<file path="src/rtl/hfc_pkg.sv">
package hfc_pkg;

   typedef enum logic [1:0] {
      CLS_OTHER = 2'b00,
      CLS_ALU   = 2'b01,
      CLS_LOAD  = 2'b10,
      CLS_STORE = 2'b11
   } op_cls_e;

   typedef enum logic [1:0] {
      SEL_REGFILE  = 2'b00,
      SEL_FROM_MEM = 2'b01,
      SEL_FROM_WB  = 2'b10
   } opnd_sel_e;

   function automatic logic cls_writes_reg(op_cls_e c);
      return (c == CLS_ALU) || (c == CLS_LOAD);
   endfunction

   function automatic logic cls_reads_a(op_cls_e c);
      return c != CLS_OTHER;
   endfunction

   function automatic logic cls_reads_b(op_cls_e c);
      return (c == CLS_ALU) || (c == CLS_STORE);
   endfunction

endpackage

</file>
<file path="src/rtl/hfc_match.sv">
module hfc_match #(
   parameter int IDX_W     = 5,
   parameter bit ZERO_HARD = 1'b1
) (
   input  logic [IDX_W-1:0] src_idx,
   input  logic             src_used,
   input  logic             prod_ok,
   input  logic [IDX_W-1:0] prod_dest,
   output logic             hit
);
   localparam logic [IDX_W-1:0] ZERO_IDX = '0;

   generate
      if (ZERO_HARD) begin : g_zero_hard
         assign hit = src_used && prod_ok && (src_idx == prod_dest) && (src_idx != ZERO_IDX);
      end else begin : g_zero_plain
         assign hit = src_used && prod_ok && (src_idx == prod_dest);
      end
   endgenerate
endmodule

</file>
<file path="src/rtl/hfc_stall_unit.sv">
module hfc_stall_unit
   import hfc_pkg::*;
#(
   parameter int IDX_W     = 5,
   parameter bit ZERO_HARD = 1'b1,
   parameter bit FWD_EN    = 1'b1
) (
   input  logic             clk,
   input  logic             rst_n,
   input  logic             dec_valid,
   input  op_cls_e          dec_cls,
   input  logic [IDX_W-1:0] dec_src_a,
   input  logic [IDX_W-1:0] dec_src_b,
   input  logic             ex_valid,
   input  op_cls_e          ex_cls,
   input  logic [IDX_W-1:0] ex_dest,
   input  logic             mem_valid,
   input  op_cls_e          mem_cls,
   input  logic [IDX_W-1:0] mem_dest,
   output logic             stall
);
   logic ex_wr, mem_wr, use_a, use_b;
   logic a_ex, b_ex, a_mem, b_mem;

   assign ex_wr  = ex_valid  && cls_writes_reg(ex_cls);
   assign mem_wr = mem_valid && cls_writes_reg(mem_cls);
   assign use_a  = dec_valid && cls_reads_a(dec_cls);
   assign use_b  = dec_valid && cls_reads_b(dec_cls);

   hfc_match #(.IDX_W(IDX_W), .ZERO_HARD(ZERO_HARD)) u_a_ex (
      .src_idx(dec_src_a), .src_used(use_a), .prod_ok(ex_wr), .prod_dest(ex_dest), .hit(a_ex));
   hfc_match #(.IDX_W(IDX_W), .ZERO_HARD(ZERO_HARD)) u_b_ex (
      .src_idx(dec_src_b), .src_used(use_b), .prod_ok(ex_wr), .prod_dest(ex_dest), .hit(b_ex));
   hfc_match #(.IDX_W(IDX_W), .ZERO_HARD(ZERO_HARD)) u_a_mem (
      .src_idx(dec_src_a), .src_used(use_a), .prod_ok(mem_wr), .prod_dest(mem_dest), .hit(a_mem));
   hfc_match #(.IDX_W(IDX_W), .ZERO_HARD(ZERO_HARD)) u_b_mem (
      .src_idx(dec_src_b), .src_used(use_b), .prod_ok(mem_wr), .prod_dest(mem_dest), .hit(b_mem));

   generate
      if (FWD_EN) begin : g_bypass
         logic load_use, store_data;
         // load result not ready until end of memory access
         assign load_use   = (ex_cls == CLS_LOAD) &&
                             (a_ex || (b_ex && (dec_cls == CLS_ALU)));
         // store data must be the decode-time register value
         assign store_data = (dec_cls == CLS_STORE) && (b_ex || b_mem);
         assign stall      = load_use || store_data;
      end else begin : g_interlock
         assign stall = a_ex || b_ex || a_mem || b_mem;
      end
   endgenerate

   // load in execute feeding decode operand A must hold decode
   assert_load_use_R4: assert property (@(posedge clk) disable iff (!rst_n)
      (dec_valid && (dec_cls != CLS_OTHER) && ex_valid && (ex_cls == CLS_LOAD) &&
       (dec_src_a == ex_dest) && (!ZERO_HARD || (dec_src_a != '0))) |-> stall);

   // store data register still produced in memory stage must hold decode
   assert_store_wait_R5: assert property (@(posedge clk) disable iff (!rst_n)
      (dec_valid && (dec_cls == CLS_STORE) && mem_valid && cls_writes_reg(mem_cls) &&
       (dec_src_b == mem_dest) && (!ZERO_HARD || (dec_src_b != '0))) |-> stall);

   // an empty decode slot never stalls
   assert_invalid_quiet_R11: assert property (@(posedge clk) disable iff (!rst_n)
      !dec_valid |-> !stall);
endmodule

</file>
<file path="src/rtl/hfc_sel_unit.sv">
module hfc_sel_unit
   import hfc_pkg::*;
#(
   parameter int IDX_W     = 5,
   parameter bit ZERO_HARD = 1'b1,
   parameter bit FWD_EN    = 1'b1
) (
   input  logic             clk,
   input  logic             rst_n,
   input  logic             src_used,
   input  logic [IDX_W-1:0] src_idx,
   input  logic             mem_valid,
   input  op_cls_e          mem_cls,
   input  logic [IDX_W-1:0] mem_dest,
   input  logic             wb_valid,
   input  op_cls_e          wb_cls,
   input  logic [IDX_W-1:0] wb_dest,
   output opnd_sel_e        sel
);
   logic mem_ok, wb_ok, hit_mem, hit_wb;

   // a load in memory access has no result yet; only ALU results bypass from there
   assign mem_ok = mem_valid && (mem_cls == CLS_ALU);
   assign wb_ok  = wb_valid  && cls_writes_reg(wb_cls);

   hfc_match #(.IDX_W(IDX_W), .ZERO_HARD(ZERO_HARD)) u_hit_mem (
      .src_idx(src_idx), .src_used(src_used), .prod_ok(mem_ok), .prod_dest(mem_dest), .hit(hit_mem));
   hfc_match #(.IDX_W(IDX_W), .ZERO_HARD(ZERO_HARD)) u_hit_wb (
      .src_idx(src_idx), .src_used(src_used), .prod_ok(wb_ok), .prod_dest(wb_dest), .hit(hit_wb));

   generate
      if (FWD_EN) begin : g_bypass
         always_comb begin
            if (hit_mem)     sel = SEL_FROM_MEM;
            else if (hit_wb) sel = SEL_FROM_WB;
            else             sel = SEL_REGFILE;
         end
      end else begin : g_interlock
         assign sel = SEL_REGFILE;
      end
   endgenerate

   // youngest producer wins when both boundaries match
   assert_mem_priority_R6: assert property (@(posedge clk) disable iff (!rst_n)
      (FWD_EN && src_used && mem_valid && (mem_cls == CLS_ALU) && (src_idx == mem_dest) &&
       (!ZERO_HARD || (src_idx != '0))) |-> (sel == SEL_FROM_MEM));

   // the hardwired zero register is always read from the register file
   assert_zero_no_bypass_R7: assert property (@(posedge clk) disable iff (!rst_n)
      (ZERO_HARD && (src_idx == '0)) |-> (sel == SEL_REGFILE));

   // an unused operand stays on the register file path
   assert_unused_regfile_R11: assert property (@(posedge clk) disable iff (!rst_n)
      !src_used |-> (sel == SEL_REGFILE));
endmodule

</file>
<file path="src/rtl/hfc_top.sv">
module hfc_top
   import hfc_pkg::*;
#(
   parameter int IDX_W     = 5,
   parameter bit ZERO_HARD = 1'b1,
   parameter bit FWD_EN    = 1'b1
) (
   input  logic             clk,
   input  logic             rst_n,
   input  logic             dec_valid,
   input  logic [1:0]       dec_class,
   input  logic [IDX_W-1:0] dec_src_a,
   input  logic [IDX_W-1:0] dec_src_b,
   input  logic             ex_valid,
   input  logic [1:0]       ex_class,
   input  logic [IDX_W-1:0] ex_dest,
   input  logic [IDX_W-1:0] ex_src_a,
   input  logic [IDX_W-1:0] ex_src_b,
   input  logic             mem_valid,
   input  logic [1:0]       mem_class,
   input  logic [IDX_W-1:0] mem_dest,
   input  logic             wb_valid,
   input  logic [1:0]       wb_class,
   input  logic [IDX_W-1:0] wb_dest,
   output logic             stall_fetch,
   output logic             stall_decode,
   output logic             bubble_ex,
   output logic [1:0]       sel_a,
   output logic [1:0]       sel_b
);
   localparam int NUM_OPND = 2;

   generate
      if (IDX_W < 1 || IDX_W > 8) begin : g_bad_idx_w
         $error("hfc_top: IDX_W must lie in 1..8");
      end
   endgenerate

   op_cls_e dec_cls, ex_cls, mem_cls, wb_cls;
   logic    hold;

   assign dec_cls = op_cls_e'(dec_class);
   assign ex_cls  = op_cls_e'(ex_class);
   assign mem_cls = op_cls_e'(mem_class);
   assign wb_cls  = op_cls_e'(wb_class);

   hfc_stall_unit #(.IDX_W(IDX_W), .ZERO_HARD(ZERO_HARD), .FWD_EN(FWD_EN)) u_stall (
      .clk(clk), .rst_n(rst_n),
      .dec_valid(dec_valid), .dec_cls(dec_cls), .dec_src_a(dec_src_a), .dec_src_b(dec_src_b),
      .ex_valid(ex_valid), .ex_cls(ex_cls), .ex_dest(ex_dest),
      .mem_valid(mem_valid), .mem_cls(mem_cls), .mem_dest(mem_dest),
      .stall(hold));

   assign stall_fetch  = hold;
   assign stall_decode = hold;
   assign bubble_ex    = hold;

   logic [IDX_W-1:0] opnd_idx  [NUM_OPND];
   logic             opnd_used [NUM_OPND];
   opnd_sel_e        opnd_sel  [NUM_OPND];

   // operand A feeds ALU, load and store address; operand B is an ALU input only
   assign opnd_idx[0]  = ex_src_a;
   assign opnd_used[0] = ex_valid && cls_reads_a(ex_cls);
   assign opnd_idx[1]  = ex_src_b;
   assign opnd_used[1] = ex_valid && (ex_cls == CLS_ALU);

   generate
      for (genvar g = 0; g < NUM_OPND; g++) begin : g_opnd
         hfc_sel_unit #(.IDX_W(IDX_W), .ZERO_HARD(ZERO_HARD), .FWD_EN(FWD_EN)) u_sel (
            .clk(clk), .rst_n(rst_n),
            .src_used(opnd_used[g]), .src_idx(opnd_idx[g]),
            .mem_valid(mem_valid), .mem_cls(mem_cls), .mem_dest(mem_dest),
            .wb_valid(wb_valid), .wb_cls(wb_cls), .wb_dest(wb_dest),
            .sel(opnd_sel[g]));
      end
   endgenerate

   assign sel_a = opnd_sel[0];
   assign sel_b = opnd_sel[1];

   // select code 11 never appears
   assert_sel_legal_R8: assert property (@(posedge clk) disable iff (!rst_n)
      (sel_a != 2'b11) && (sel_b != 2'b11));

   // store data never takes a bypass path
   assert_store_b_regfile_R5: assert property (@(posedge clk) disable iff (!rst_n)
      (ex_valid && (ex_class == 2'b11)) |-> (sel_b == 2'b00));

   // the three hold controls move together
   assert_hold_together_R1: assert property (@(posedge clk) disable iff (!rst_n)
      (stall_fetch == bubble_ex) && (stall_decode == bubble_ex));
endmodule

</file>
<file path="config.mk">
export PLATFORM = sky130hd
export DESIGN_NAME = hfc_top
export DESIGN_NICKNAME = d
export VERILOG_FILES = /design/src/rtl/hfc_pkg.sv /design/src/rtl/hfc_match.sv /design/src/rtl/hfc_stall_unit.sv /design/src/rtl/hfc_sel_unit.sv /design/src/rtl/hfc_top.sv
export SDC_FILE = /design/constraint.sdc
export NUM_CORES = 1
export LEC_CHECK = 0
export BUFFER_PORTS_ARGS = -buffer_cell sky130_fd_sc_hd__buf_2
export CORE_MARGIN = 5
export CORE_UTILIZATION = 40
export DETAILED_ROUTE_END_ITERATION = 8
export PLACE_DENSITY = 0.82
export SYNTH_ARGS = -nofsm -noshare
export SYNTH_HDL_FRONTEND = slang
export SYNTH_SLANG_ARGS = --single-unit
</file>
<file path="constraint.sdc">
create_clock -name vclk -period 1.74
set_clock_uncertainty 0.15 [all_clocks]
set_input_delay 0.174 -clock vclk [all_inputs]
set_output_delay 0.174 -clock vclk [all_outputs]
set_load 0.05 [all_outputs]
</file>
==> flow_summary.toml <==
[cells_and_area]
fin_nets = 197
antenna_cells = 0
nClkBuffers = 0
final_cells = 158
nFlopsAndLatches = 0
final_area_mm2 = 0.00116
fin_util_pct = 78.2
drive_gt1_share_pct = 59.2
syn2layout_area_growth_pct = 88.1
fill_cells = 101
seq_area_um2 = 0

[sta]
clock.fmax_mhz = 551
worstMarginPinSlew_ns = 0.339
rsz0062_at_grt = "true"
finalHoldViolations = 0
fin_crit_ns = 1.81
drv_slew = 0
fin_ws_ns = -0.0733
slew_headroom_pct = 77.2
finalSetupViolCount = 4
finalCritPeriodShare_pct = 104

[global_routing]
grt_use_total_pct = 18.2
grt_pass1_vias = 888
antenna_found_initial = 0
grt_max_degree = 4
grt_pass1_wl_um = 3680
grt_overflow = 0

[placement]
place_area_mm2 = 0.00111
dpl.hpwl_um = 2050
place.gp.congestion = 0.835
portBuffers = 54
placed_cells = 158

[hold_path]
min_delay_worst_endpoint = "sel_a[1]"
hp-class = "primary input to output pin"
min-delay-start = "wb_valid"
hold_depth = 4

[synthesis]
synthesis.area_um2 = 619
synthXorXnorAreaFrac_pct = 49.5
synth_area_per_cell_um2 = 8.15
synthMuxAreaShare_pct = 0
synth_top_family_by_area = "XOR/XNOR gates"
seq_area_frac_synth_pct = 0
synth-simple-area-share_pct = 25.3
ys_types = 24
synth_fa_ha_area_share_pct = 8.08
synthCells = 76
synthesis.nets = 129
synth_warnings = 0
synth_compound_area_share_pct = 10.5

[critical_path]
critPathTopFamily = "simple AND/OR/NAND/NOR gates"
crit_path_cell_trace = "buf_6 -> or4_4 -> o211ai_4 -> nor4_4 -> nor4_4 -> buf_6"
critPathKind = "primary input to output pin"
required_ns = 1.42
crit_buf_inv = 2
cp-start-kind = "primary input"
crit_slowest_cell = "or4_4"
arrival_ns = 1.49
worstPathMaxFanout = 2
slowest_delay_ns = 0.54
critPathCaptureType = "output pin"

[floorplan]
start_util_pct = 41.6
num_rows = 14
io_pins = 56
die_h_um = 49.4
core-area_mm2 = 0.00149
die_width_um = 49.4
die_area_mm2 = 0.00244

[drt]
drt-pass1-iter-count = 4
drtIter0Drc = 4
vias = 825
wire_per_inst_um = 14.3
route.detailed.drc = 0
drt_wl_total_um = 2260
via_per_inst = 5.22
ant_nets = 0

[run_status]
violations = "setup timing"
status = "finished, violations left"

[clock_network]
ctsHoldBuffers = 0
postCtsSetupRepairBufs = 0

[pwr]
p_per_area_mw_per_mm2 = 223
peakVddDrop_uv = 143
power_leakage_nw = 0.481

[job]
drv_cap = 0
==> logic make-up (layout without fill, tap and decap cells) <==
kind of cell,Yosys count,count (layout)
AOI/OAI and AO/OA,8,8
and+or+nand+nor,22,22
adders and majority gates,4,4
buffers and inverters,7,73
xor gates and xnor gates,35,35
==> layout by cell type (no fill, tap or decap), drive strengths merged <==
cell type  instances
inv                3
nand3              2
nor3               1
o32ai              1
o211ai             2
a21oi              1
o22a               1
nand4              7
nand2              1
xor2               3
xnor2             32
o21ai              2
nor4               5
nand4b             1
o2111ai            1
nor2b              1
buf               70
and4               1
ha                 4
or4                3
==> metal layers <==
layer / routed length [um] / GRT usage, %
met5: 0 / 0
met3: 75 / 0.612
met2: 1300 / 35.8
met1: 849 / 21.4
met4: 32 / 2.69
==> worst max path at each step <==
| stage | start | to | slack, ns | cells after the start |
|---|---|---|---|---|
| after floorplan | ex_src_b[1] | sel_b[1] | -0.13 | 4 |
| after global routing | dec_src_b[1] | stall_fetch | -0.10 | 5 |
| after detailed placement | ex_src_b[1] | sel_b[1] | -0.15 | 6 |
| final | ex_src_b[1] | sel_b[1] | -0.07 | 6 |
| after global placement | ex_src_b[1] | sel_b[1] | -0.1 | 6 |
| after CTS | ex_src_b[1] | sel_b[1] | -0.07 | 6 |
==> report_power, final <==
group / leakage (nW) / internal (mW) / switching [mW]
sequential: 0 / 0 / 0
clock: 0 / 0 / 0
combinational: 0.481 / 0.139 / 0.121
==> what timing repair did <==
action                                  4_1_cts  5_1_grt
resized for setup                             7        7
endpoints found under the setup margin        7        7
pin swaps                                     1        0
==> layout make-up <==
cell class / count / area [um^2] / area share (%)
Inverter: 3 / 28.8 / 2.47
Tap cell: 16 / 20.0 / 1.72
Multi-Input combinational cell: 69 / 683 / 58.6
Timing Repair Buffer: 70 / 433 / 37.2
==> Yosys cell counts, drive strengths merged <==
cell      n  area [um^2]
a21oi     1         5.00
and4      1         8.76
buf       4         30.0
ha        4         50.1
inv       3         11.3
nand2     1         3.75
nand3     2         10.0
nand4     7         43.8
nand4b    1         8.76
nor2b     1         6.26
nor3      1         5.00
nor4      5         43.8
o2111ai   1         8.76
o211ai    2         20.0
o21ai     2         13.8
o22a      1         8.76
o32ai     1         8.76
or4       3         26.3
xnor2    32          280
xor2      3         26.3
==> metrics by stage <==
step / setup WS, ns / setup TNS, ns / hold slack [ns] / power, mW
after floorplan: -0.128 / -0.449 / 0.375 / 0.118
after global placement: -0.0963 / -0.289 / 0.668 / 0.242
after detailed placement: -0.146 / -0.491 / 0.671 / 0.252
after CTS: -0.0666 / -0.259 / 0.615 / 0.254
after global routing: -0.104 / -0.445 / 0.661 / 0.284
final: -0.0733 / -0.218 / 0.630 / 0.260
No activity file was read; power rests on OpenSTA's default activity.
